$ cat config.mk
export PLATFORM = sky130hd
export DESIGN_NAME = iq_issue_select
export DESIGN_NICKNAME = d
export VERILOG_FILES = /design/src/rtl/iss_pkg.sv /design/src/rtl/iq_class_q.sv /design/src/rtl/iq_unit_pool.sv /design/src/rtl/iq_pick.sv /design/src/rtl/iq_issue_select.sv
export SDC_FILE = /design/constraint.sdc
export NUM_CORES = 1
export LEC_CHECK = 0
export ABC_AREA = 1
export BUFFER_PORTS_ARGS = -buffer_cell sky130_fd_sc_hd__buf_2
export CORE_MARGIN = 1.5
export CORE_UTILIZATION = 35
export CTS_CLUSTER_SIZE = 25
export DETAILED_ROUTE_END_ITERATION = 10
export PLACE_DENSITY = 0.5
export SLEW_MARGIN = 20
export SYNTH_ARGS = -nofsm -noshare
export SYNTH_HDL_FRONTEND = slang
export SYNTH_HIERARCHICAL = 1
export SYNTH_SLANG_ARGS = --single-unit
$ cat constraint.sdc
create_clock -name clk -period 47.9 [get_ports clk]
set_input_delay 4.79 -clock clk [delete_from_list [all_inputs] [get_ports clk]]
set_output_delay 4.79 -clock clk [all_outputs]
set_load 0.02 [all_outputs]
$ cat src/rtl/iss_pkg.sv
package iss_pkg;

    localparam int NUM_CLS = 4;
    localparam int CLS_W   = 2;
    localparam int SEQ_W   = 8;
    localparam int TID_W   = 1;
    localparam int NUM_THR = 2;

    typedef enum logic [1:0] {
        KIND_NOUNIT,
        KIND_SINGLE,
        KIND_PIPED,
        KIND_HELD
    } unit_kind_e;

    typedef struct packed {
        logic             vld;
        logic [CLS_W-1:0] cls;
        logic [SEQ_W-1:0] seq;
        logic [TID_W-1:0] tid;
    } uop_t;

    // Execution resource table, indexed by class
    function automatic int cls_units(input int c);
        case (c)
            0:       return 0;
            3:       return 2;
            default: return 1;
        endcase
    endfunction

    function automatic int cls_op_lat(input int c);
        case (c)
            2:       return 3;
            3:       return 6;
            default: return 1;
        endcase
    endfunction

    function automatic int cls_iss_lat(input int c);
        return (c == 3) ? 4 : 1;
    endfunction

    function automatic unit_kind_e cls_kind(input int c);
        if (cls_units(c) == 0)        return KIND_NOUNIT;
        else if (cls_op_lat(c) == 1)  return KIND_SINGLE;
        else if (cls_iss_lat(c) > 1)  return KIND_HELD;
        else                          return KIND_PIPED;
    endfunction

endpackage

$ cat src/rtl/iq_class_q.sv
module iq_class_q
    import iss_pkg::*;
#(
    parameter int CLS    = 0,
    parameter int DEPTH  = 4,
    parameter int PUSH_W = 4
) (
    input  logic clk,
    input  logic rst,
    input  uop_t push_uop [PUSH_W],
    input  logic pop,
    output logic head_vld,
    output uop_t head_uop
);

    localparam int IW = (DEPTH > 1) ? $clog2(DEPTH) : 1;

    uop_t             ent   [DEPTH];
    uop_t             ent_n [DEPTH];
    logic [IW-1:0]    head_idx;
    logic [DEPTH-1:0] taken;
    logic             placed;

    // Oldest valid entry; lowest index wins a tie
    always_comb begin
        head_vld = 1'b0;
        head_idx = '0;
        head_uop = '0;
        for (int j = 0; j < DEPTH; j++) begin
            if (ent[j].vld && (!head_vld || ent[j].seq < head_uop.seq)) begin
                head_vld = 1'b1;
                head_idx = IW'(j);
                head_uop = ent[j];
            end
        end
    end

    always_comb begin
        ent_n  = ent;
        placed = 1'b0;
        if (pop && head_vld)
            ent_n[head_idx].vld = 1'b0;
        for (int j = 0; j < DEPTH; j++)
            taken[j] = ent[j].vld;
        for (int l = 0; l < PUSH_W; l++) begin
            if (push_uop[l].vld && push_uop[l].cls == CLS_W'(CLS)) begin
                placed = 1'b0;
                for (int j = 0; j < DEPTH; j++) begin
                    if (!placed && !taken[j]) begin
                        ent_n[j] = push_uop[l];
                        taken[j] = 1'b1;
                        placed   = 1'b1;
                    end
                end
            end
        end
    end

    always_ff @(posedge clk) begin
        if (rst) begin
            for (int j = 0; j < DEPTH; j++)
                ent[j] <= '0;
        end else begin
            for (int j = 0; j < DEPTH; j++)
                ent[j] <= ent_n[j];
        end
    end

endmodule

$ cat src/rtl/iq_unit_pool.sv
module iq_unit_pool
    import iss_pkg::*;
#(
    parameter int CLS = 0
) (
    input  logic clk,
    input  logic rst,
    input  logic grab,
    input  uop_t grab_uop,
    output logic avail,
    output logic done_vld,
    output uop_t done_uop
);

    localparam unit_kind_e KIND  = cls_kind(CLS);
    localparam bit         HOLDS = (KIND == KIND_HELD);
    localparam int         NU    = (cls_units(CLS) < 1) ? 1 : cls_units(CLS);
    localparam int         IL    = cls_iss_lat(CLS);
    localparam int         TW    = $clog2(IL + 1);

    logic [NU-1:0]         busy;
    logic [NU-1:0][TW-1:0] tmr;
    uop_t                  held [NU];
    logic [NU-1:0]         fin;
    logic [NU-1:0]         take;
    logic                  found;

    // Units that free next cycle never set busy, so they always look available
    always_comb begin
        found = 1'b0;
        for (int u = 0; u < NU; u++) begin
            fin[u]  = busy[u] && (tmr[u] == TW'(1));
            take[u] = 1'b0;
            if (HOLDS && grab && !busy[u] && !found) begin
                take[u] = 1'b1;
                found   = 1'b1;
            end
        end
    end

    always_comb begin
        avail    = |(~busy);
        done_vld = 1'b0;
        done_uop = '0;
        for (int u = 0; u < NU; u++) begin
            if (fin[u] && !done_vld) begin
                done_vld = 1'b1;
                done_uop = held[u];
            end
        end
    end

    always_ff @(posedge clk) begin
        if (rst) begin
            busy <= '0;
            tmr  <= '0;
            for (int u = 0; u < NU; u++)
                held[u] <= '0;
        end else begin
            for (int u = 0; u < NU; u++) begin
                if (fin[u])
                    busy[u] <= 1'b0;
                else if (busy[u])
                    tmr[u] <= tmr[u] - TW'(1);
                if (take[u]) begin
                    busy[u] <= 1'b1;
                    tmr[u]  <= TW'(IL - 1);
                    held[u] <= grab_uop;
                end
            end
        end
    end

endmodule

$ cat src/rtl/iq_pick.sv
module iq_pick
    import iss_pkg::*;
#(
    parameter int ISSUE_W = 2,
    parameter int CW      = 2
) (
    input  logic [NUM_CLS-1:0]            ready,
    input  logic [NUM_CLS-1:0][SEQ_W-1:0] seq,
    input  logic [NUM_CLS-1:0]            avail,
    input  logic [NUM_CLS-1:0]            occ,
    input  logic [CW-1:0]                 slot_cap,
    output logic [NUM_CLS-1:0]            pick,
    output logic [NUM_CLS-1:0]            busy_hit,
    output logic [NUM_CLS-1:0][CW-1:0]    slot_of,
    output logic [CW-1:0]                 npick
);

    logic [NUM_CLS-1:0][CLS_W-1:0] rank;
    logic [CW-1:0]                 slots;

    // Visit position = number of ready classes holding an older head
    always_comb begin
        for (int c = 0; c < NUM_CLS; c++) begin
            rank[c] = '0;
            for (int d = 0; d < NUM_CLS; d++) begin
                if (ready[d] && d != c &&
                    (seq[d] < seq[c] || (seq[d] == seq[c] && d < c)))
                    rank[c] = rank[c] + CLS_W'(1);
            end
        end
    end

    always_comb begin
        pick     = '0;
        busy_hit = '0;
        slot_of  = '0;
        npick    = '0;
        slots    = '0;
        for (int r = 0; r < NUM_CLS; r++) begin
            for (int c = 0; c < NUM_CLS; c++) begin
                if (ready[c] && rank[c] == CLS_W'(r) &&
                    npick < CW'(ISSUE_W) && slots < slot_cap) begin
                    if (avail[c]) begin
                        pick[c] = 1'b1;
                        npick   = npick + CW'(1);
                        if (occ[c]) begin
                            slot_of[c] = slots;
                            slots      = slots + CW'(1);
                        end
                    end else begin
                        busy_hit[c] = 1'b1;
                    end
                end
            end
        end
    end

endmodule

$ cat src/rtl/iq_issue_select.sv
module iq_issue_select
    import iss_pkg::*;
#(
    parameter int ISSUE_W = 2,
    parameter int PUSH_W  = 4,
    parameter int QDEPTH  = 4,
    parameter int CNT_W   = 16,
    localparam int CW     = $clog2(ISSUE_W + 1)
) (
    input  logic                              clk,
    input  logic                              rst,
    input  logic [PUSH_W-1:0]                 push_vld,
    input  logic [PUSH_W-1:0][CLS_W-1:0]      push_cls,
    input  logic [PUSH_W-1:0][SEQ_W-1:0]      push_seq,
    input  logic [PUSH_W-1:0][TID_W-1:0]      push_tid,
    output logic [ISSUE_W-1:0]                iss_vld,
    output logic [ISSUE_W-1:0][CLS_W-1:0]     iss_cls,
    output logic [ISSUE_W-1:0][SEQ_W-1:0]     iss_seq,
    output logic [ISSUE_W-1:0][TID_W-1:0]     iss_tid,
    output logic [CW-1:0]                     iss_count,
    output logic [NUM_CLS-1:0][CNT_W-1:0]     busy_cls,
    output logic [NUM_THR-1:0][CNT_W-1:0]     busy_thr
);

    localparam int TCW = $clog2(NUM_CLS + 1);

    uop_t                          push_uop  [PUSH_W];
    uop_t                          head      [NUM_CLS];
    uop_t                          done_uop  [NUM_CLS];
    uop_t                          comp_slot [ISSUE_W];
    uop_t                          slot_n    [ISSUE_W];
    logic [NUM_CLS-1:0]            head_vld;
    logic [NUM_CLS-1:0][SEQ_W-1:0] head_seq;
    logic [NUM_CLS-1:0]            avail;
    logic [NUM_CLS-1:0]            occ;
    logic [NUM_CLS-1:0]            done_vld;
    logic [NUM_CLS-1:0]            pick;
    logic [NUM_CLS-1:0]            busy_hit;
    logic [NUM_CLS-1:0][CW-1:0]    slot_of;
    logic [CW-1:0]                 npick;
    logic [CW-1:0]                 ncomp;
    logic [CW-1:0]                 slot_cap;
    logic [CW:0]                   pos;
    logic [NUM_THR-1:0][TCW-1:0]   thr_inc;

    always_comb begin
        for (int l = 0; l < PUSH_W; l++)
            push_uop[l] = '{vld: push_vld[l], cls: push_cls[l],
                            seq: push_seq[l], tid: push_tid[l]};
    end

    for (genvar c = 0; c < NUM_CLS; c++) begin : g_cls
        iq_class_q #(.CLS(c), .DEPTH(QDEPTH), .PUSH_W(PUSH_W)) u_q (
            .clk      (clk),
            .rst      (rst),
            .push_uop (push_uop),
            .pop      (pick[c]),
            .head_vld (head_vld[c]),
            .head_uop (head[c])
        );
        iq_unit_pool #(.CLS(c)) u_pool (
            .clk      (clk),
            .rst      (rst),
            .grab     (pick[c]),
            .grab_uop (head[c]),
            .avail    (avail[c]),
            .done_vld (done_vld[c]),
            .done_uop (done_uop[c])
        );
        assign head_seq[c] = head[c].seq;
        assign occ[c]      = (cls_kind(c) != KIND_HELD);
    end

    // Completions claim the lowest slots first
    always_comb begin
        ncomp = '0;
        for (int k = 0; k < ISSUE_W; k++)
            comp_slot[k] = '0;
        for (int c = 0; c < NUM_CLS; c++) begin
            if (done_vld[c] && ncomp < CW'(ISSUE_W)) begin
                comp_slot[ncomp] = done_uop[c];
                ncomp            = ncomp + CW'(1);
            end
        end
        slot_cap = CW'(ISSUE_W) - ncomp;
    end

    iq_pick #(.ISSUE_W(ISSUE_W), .CW(CW)) u_pick (
        .ready    (head_vld),
        .seq      (head_seq),
        .avail    (avail),
        .occ      (occ),
        .slot_cap (slot_cap),
        .pick     (pick),
        .busy_hit (busy_hit),
        .slot_of  (slot_of),
        .npick    (npick)
    );

    always_comb begin
        pos = '0;
        for (int k = 0; k < ISSUE_W; k++)
            slot_n[k] = comp_slot[k];
        for (int c = 0; c < NUM_CLS; c++) begin
            pos = {1'b0, ncomp} + {1'b0, slot_of[c]};
            if (pick[c] && occ[c] && pos < (CW+1)'(ISSUE_W))
                slot_n[pos[CW-1:0]] = head[c];
        end
    end

    always_comb begin
        for (int t = 0; t < NUM_THR; t++) begin
            thr_inc[t] = '0;
            for (int c = 0; c < NUM_CLS; c++)
                if (busy_hit[c] && head[c].tid == TID_W'(t))
                    thr_inc[t] = thr_inc[t] + TCW'(1);
        end
    end

    always_ff @(posedge clk) begin
        if (rst) begin
            iss_vld   <= '0;
            iss_cls   <= '0;
            iss_seq   <= '0;
            iss_tid   <= '0;
            iss_count <= '0;
            busy_cls  <= '0;
            busy_thr  <= '0;
        end else begin
            for (int k = 0; k < ISSUE_W; k++) begin
                iss_vld[k] <= slot_n[k].vld;
                iss_cls[k] <= slot_n[k].cls;
                iss_seq[k] <= slot_n[k].seq;
                iss_tid[k] <= slot_n[k].tid;
            end
            iss_count <= npick;
            for (int c = 0; c < NUM_CLS; c++)
                if (busy_hit[c])
                    busy_cls[c] <= busy_cls[c] + CNT_W'(1);
            for (int t = 0; t < NUM_THR; t++)
                busy_thr[t] <= busy_thr[t] + CNT_W'(thr_inc[t]);
        end
    end

endmodule

==> impl_metrics.sql <==
INSERT INTO impl_metrics (metric_group, metric, value, unit) VALUES
('run_status', 'result_of_the_run', 'completed', ''),
('critical_path', 'reg2reg_capture_point', 'busy_thr[30]', ''),
('critical_path', 'regToRegStartpoint', 'g_cls[1].u_q/ent[47]', ''),
('finish', 'layout.nets', '4727', ''),
('sta', 'setup-tns-final', '0', 'ns'),
('drt', 'drt_first_pass_iters', '6', ''),
('clocking', 'cts_hold_buf', '0', ''),
('critical_path', 'crit_path_start_kind', 'register', ''),
('clocking', 'post-cts-setup-buffer-count', '0', ''),
('critical_path', 'worstPathMaxFanout', '25', ''),
('sta', 'timing.max_slew.rel_slack', '0.228', ''),
('clocking', 'clk_latency', '0.59', 'ns'),
('drt', 'count_of_antenna_violating_nets_left_after_detailed_routing', '0', ''),
('place', 'dp_cells', '5499', ''),
('finish', 'count_of_non_filler_cells_in_the_finished_layout', '5582', ''),
('drt', 'detail_route.wl_per_cell', '19.6', 'um'),
('critical_path', 'critical-path-top-cell-by-count', 'nand2_1', ''),
('sta', 'rsz0062_at_grt', 'false', ''),
('sta', 'post-route-worst-setup-slack', '25.88', 'ns'),
('grt', 'via_count_of_the_first_global_routing_pass', '26600', ''),
('clocking', 'cts.htree.levels', '2', ''),
('floorplanning', 'die_height', '287', 'um'),
('critical_path', 'critical_setup_path_class', 'register to register', ''),
('sta', 'final.setup_skew', '0.0274', 'ns'),
('place', 'place_worst_setup_slack', '26.16', 'ns'),
('sta', 'final-hold-violation-count', '0', ''),
('critical_path', 'timing.critical_path.slowest_stage_cell', 'dfxtp_1', ''),
('critical_path', 'setup.reg_to_reg.worst_slack', '25.88', 'ns'),
('sta', 'fmax', '0.0454', 'GHz'),
('floorplanning', 'die_width', '287', 'um'),
('floorplanning', 'floorplan.initialDensity', '0.352', ''),
('place', 'hpwlAfterDp', '80100', 'um'),
('clocking', 'cts_resized', '0', ''),
('grt', 'grt_util_all_layers', '0.260', ''),
('drt', 'drcViolationCount', '0', ''),
('place', 'numPortBuffers', '171', ''),
('yosys', 'ys_warn_count', '6', ''),
('sta', 'post-route-period-util', '0.460', ''),
('clocking', 'tritoncts', 'done', ''),
('clocking', 'cts_root_buffer', 'clkbuf_16', ''),
('clocking', 'cts.sinks', '346', ''),
('sta', 'slew_violations', '0', ''),
('finish', 'multi_input_comb_area', '18000', 'um2'),
('drt', 'routed-via-count', '29400', ''),
('finish', 'regArea', '7170', 'um2'),
('finish', 'final_util', '0.388', ''),
('floorplanning', 'io_pins', '172', ''),
('yosys', 'postSynthAreaPerCell', '6.42', 'um2'),
('critical_path', 'worst_setup_path_end_kind', 'register', ''),
('run', 'max-cap-violations', '0', ''),
('sta', 'final_count_of_negative_setup_slack_endpoints', '0', ''),
('grt', 'grt_start_max_net_pins', '62', ''),
('floorplanning', 'std_cell_rows', '104', ''),
('finish', 'nFillCells', '8742', ''),
('hold_path', 'hold_class', 'register to register', ''),
('place', 'gp_routability_congestion', '0.910', ''),
('clocking', 'clock_path_buffers', '3', ''),
('sta', 'slew_at_the_pin_closest_to_its_max_slew_limit', '1.16', 'ns'),
('yosys', 'synthesis.area', '28300', 'um2'),
('place', 'dpl-instance-area', '29700', 'um2'),
('clocking', 'cts.reportedPaths.clkPinSlew', '0.06', 'ns'),
('floorplanning', 'fp.dieArea', '82500', 'um2'),
('grt', 'grt_antenna_before_repair', '1', ''),
('power', 'powerDensity', '43.8', 'nW/um2'),
('drt', 'violation_count_after_the_first_detailed_route_iteration', '2410', ''),
('critical_path', 'cp.required', '48.36', 'ns'),
('finish', 'syn2layout_area_growth', '10.2', '%'),
('clocking', 'cts_inserted_buffers', '45', ''),
('critical_path', 'cpPeakStageDelay', '0.76', 'ns'),
('critical_path', 'ff2ff_path_depth', '146', ''),
('critical_path', 'worstPathArrival', '22.48', 'ns'),
('hold_path', 'min_to', 'g_cls[2].u_q/ent[21]', ''),
('power', 'vdd_ir_drop_max', '0.0000237', 'V'),
('finish', 'final_instance_area', '31200', 'um2'),
('floorplanning', 'core', '80300', 'um2'),
('hold_path', 'hold-path-cell-count', '2', ''),
('power', 'total_leakage_power', '0.0144', 'uW'),
('hold_path', 'hold_path_startpoint', 'g_cls[2].u_q/ent[21]', ''),
('grt', 'grt_overflow_total', '0', ''),
('grt', 'wire_length_of_the_first_global_routing_pass', '165000', 'um'),
('yosys', 'post_synth_inst_count', '4407', ''),
('sta', 'finalWorstPathRequiredPeriod', '22.02', 'ns'),
('finish', 'final_layout_size_suffix_gt1_frac', '0.115', ''),
('drt', 'route.detailed.vias_per_inst', '5.27', ''),
('drt', 'route.final.wire_length', '110000', 'um');
## placed cells by master (no fill, tap or decap), drive strengths merged, types with 2 or more instances in the layout
master / instances
a211oi: 44
a21oi: 402
a221oi: 56
a31oi: 30
a32oi: 5
a41oi: 5
buf: 193
clkbuf: 71
clkinv: 25
conb: 55
dfxtp: 322
edfxtp: 24
fa: 5
ha: 186
inv: 577
mux2i: 2
nand2: 1073
nand3: 246
nand3b: 4
nand4: 46
nor2: 493
nor3: 64
nor4: 19
o211ai: 132
o21a: 15
o21ai: 363
o21bai: 2
o221a: 4
o221ai: 2
o22ai: 7
o31ai: 2
o41ai: 2
or2: 11
xnor2: 7
xor2: 20
## layout make-up
| class | count | share of cell area |
|---|---|---|
| multi-input cells | 3308 | 0.576 |
| clock inverters | 11 | 0.00309 |
| flip-flops and latches | 346 | 0.230 |
| well taps | 1060 | 0.0426 |
| clock buffers | 71 | 0.0435 |
| repair buffers | 193 | 0.0330 |
| diodes | 1 | 0.0000803 |
| inverters | 592 | 0.0714 |
## critical path, delay by kind of cell (launching register included)
family	cells	cell delay (ns)
compound gates	15	3.51
flops	1	0.76
simple gates	85	10.11
buf+inv	20	1.63
xor+xnor	8	1.65
fa+ha+maj	18	4.22
## sequential cells by signal, indices dropped and copies added, names as in the netlist
name and cells:
g_cls.u_q/ent 192, busy_cls 64, busy_thr 32, g_cls.u_pool/held 24
iss_seq 16, g_cls.u_pool/tmr 6, iss_cls 4, g_cls.u_pool/busy 2
iss_count 2, iss_tid 2, iss_vld 2
## routing by layer
| metal | GRT usage | vias to the layer above | part of all wire |
|---|---|---|---|
| met3 | 0.0324 | 151 | 0.065 |
| met5 | 0 | - | 0 |
| met1 | 0.362 | 13500 | 0.46 |
| met2 | 0.421 | 923 | 0.45 |
| met4 | 0.0697 | 0 | 0.028 |
| li1 | - | 14800 | - |
## power breakdown
part / total (uW) / internal, uW / switching, uW
combinational: 679 / 203 / 476
sequential: 345 / 324 / 21.5
clock: 339 / 199 / 140
total: 1360 / 726 / 638
## metrics by stage
stage	total power [uW]	hold slack, ns
floorplan	838	0.414
global placement	1020	0.427
detailed placement	1010	0.428
CTS	1360	0.438
global route	1470	0.456
finish	1360	0.441
## worst max-delay path by stage
stage                     cells after the start  slack (ns)            to            startpoint
after floorplan                             147       29.54  busy_thr[30]  g_cls[1].u_q/ent[47]
after global placement                      145       26.47  busy_thr[12]  g_cls[1].u_q/ent[47]
after detailed placement                    145       26.16  busy_thr[12]  g_cls[1].u_q/ent[47]
after CTS                                   145       26.09  busy_thr[14]  g_cls[1].u_q/ent[47]
after global routing                        144       23.67  busy_thr[15]  g_cls[1].u_q/ent[47]
final                                       146       25.88  busy_thr[30]  g_cls[1].u_q/ent[47]
Note: power is estimated with default switching activity, not from simulation.
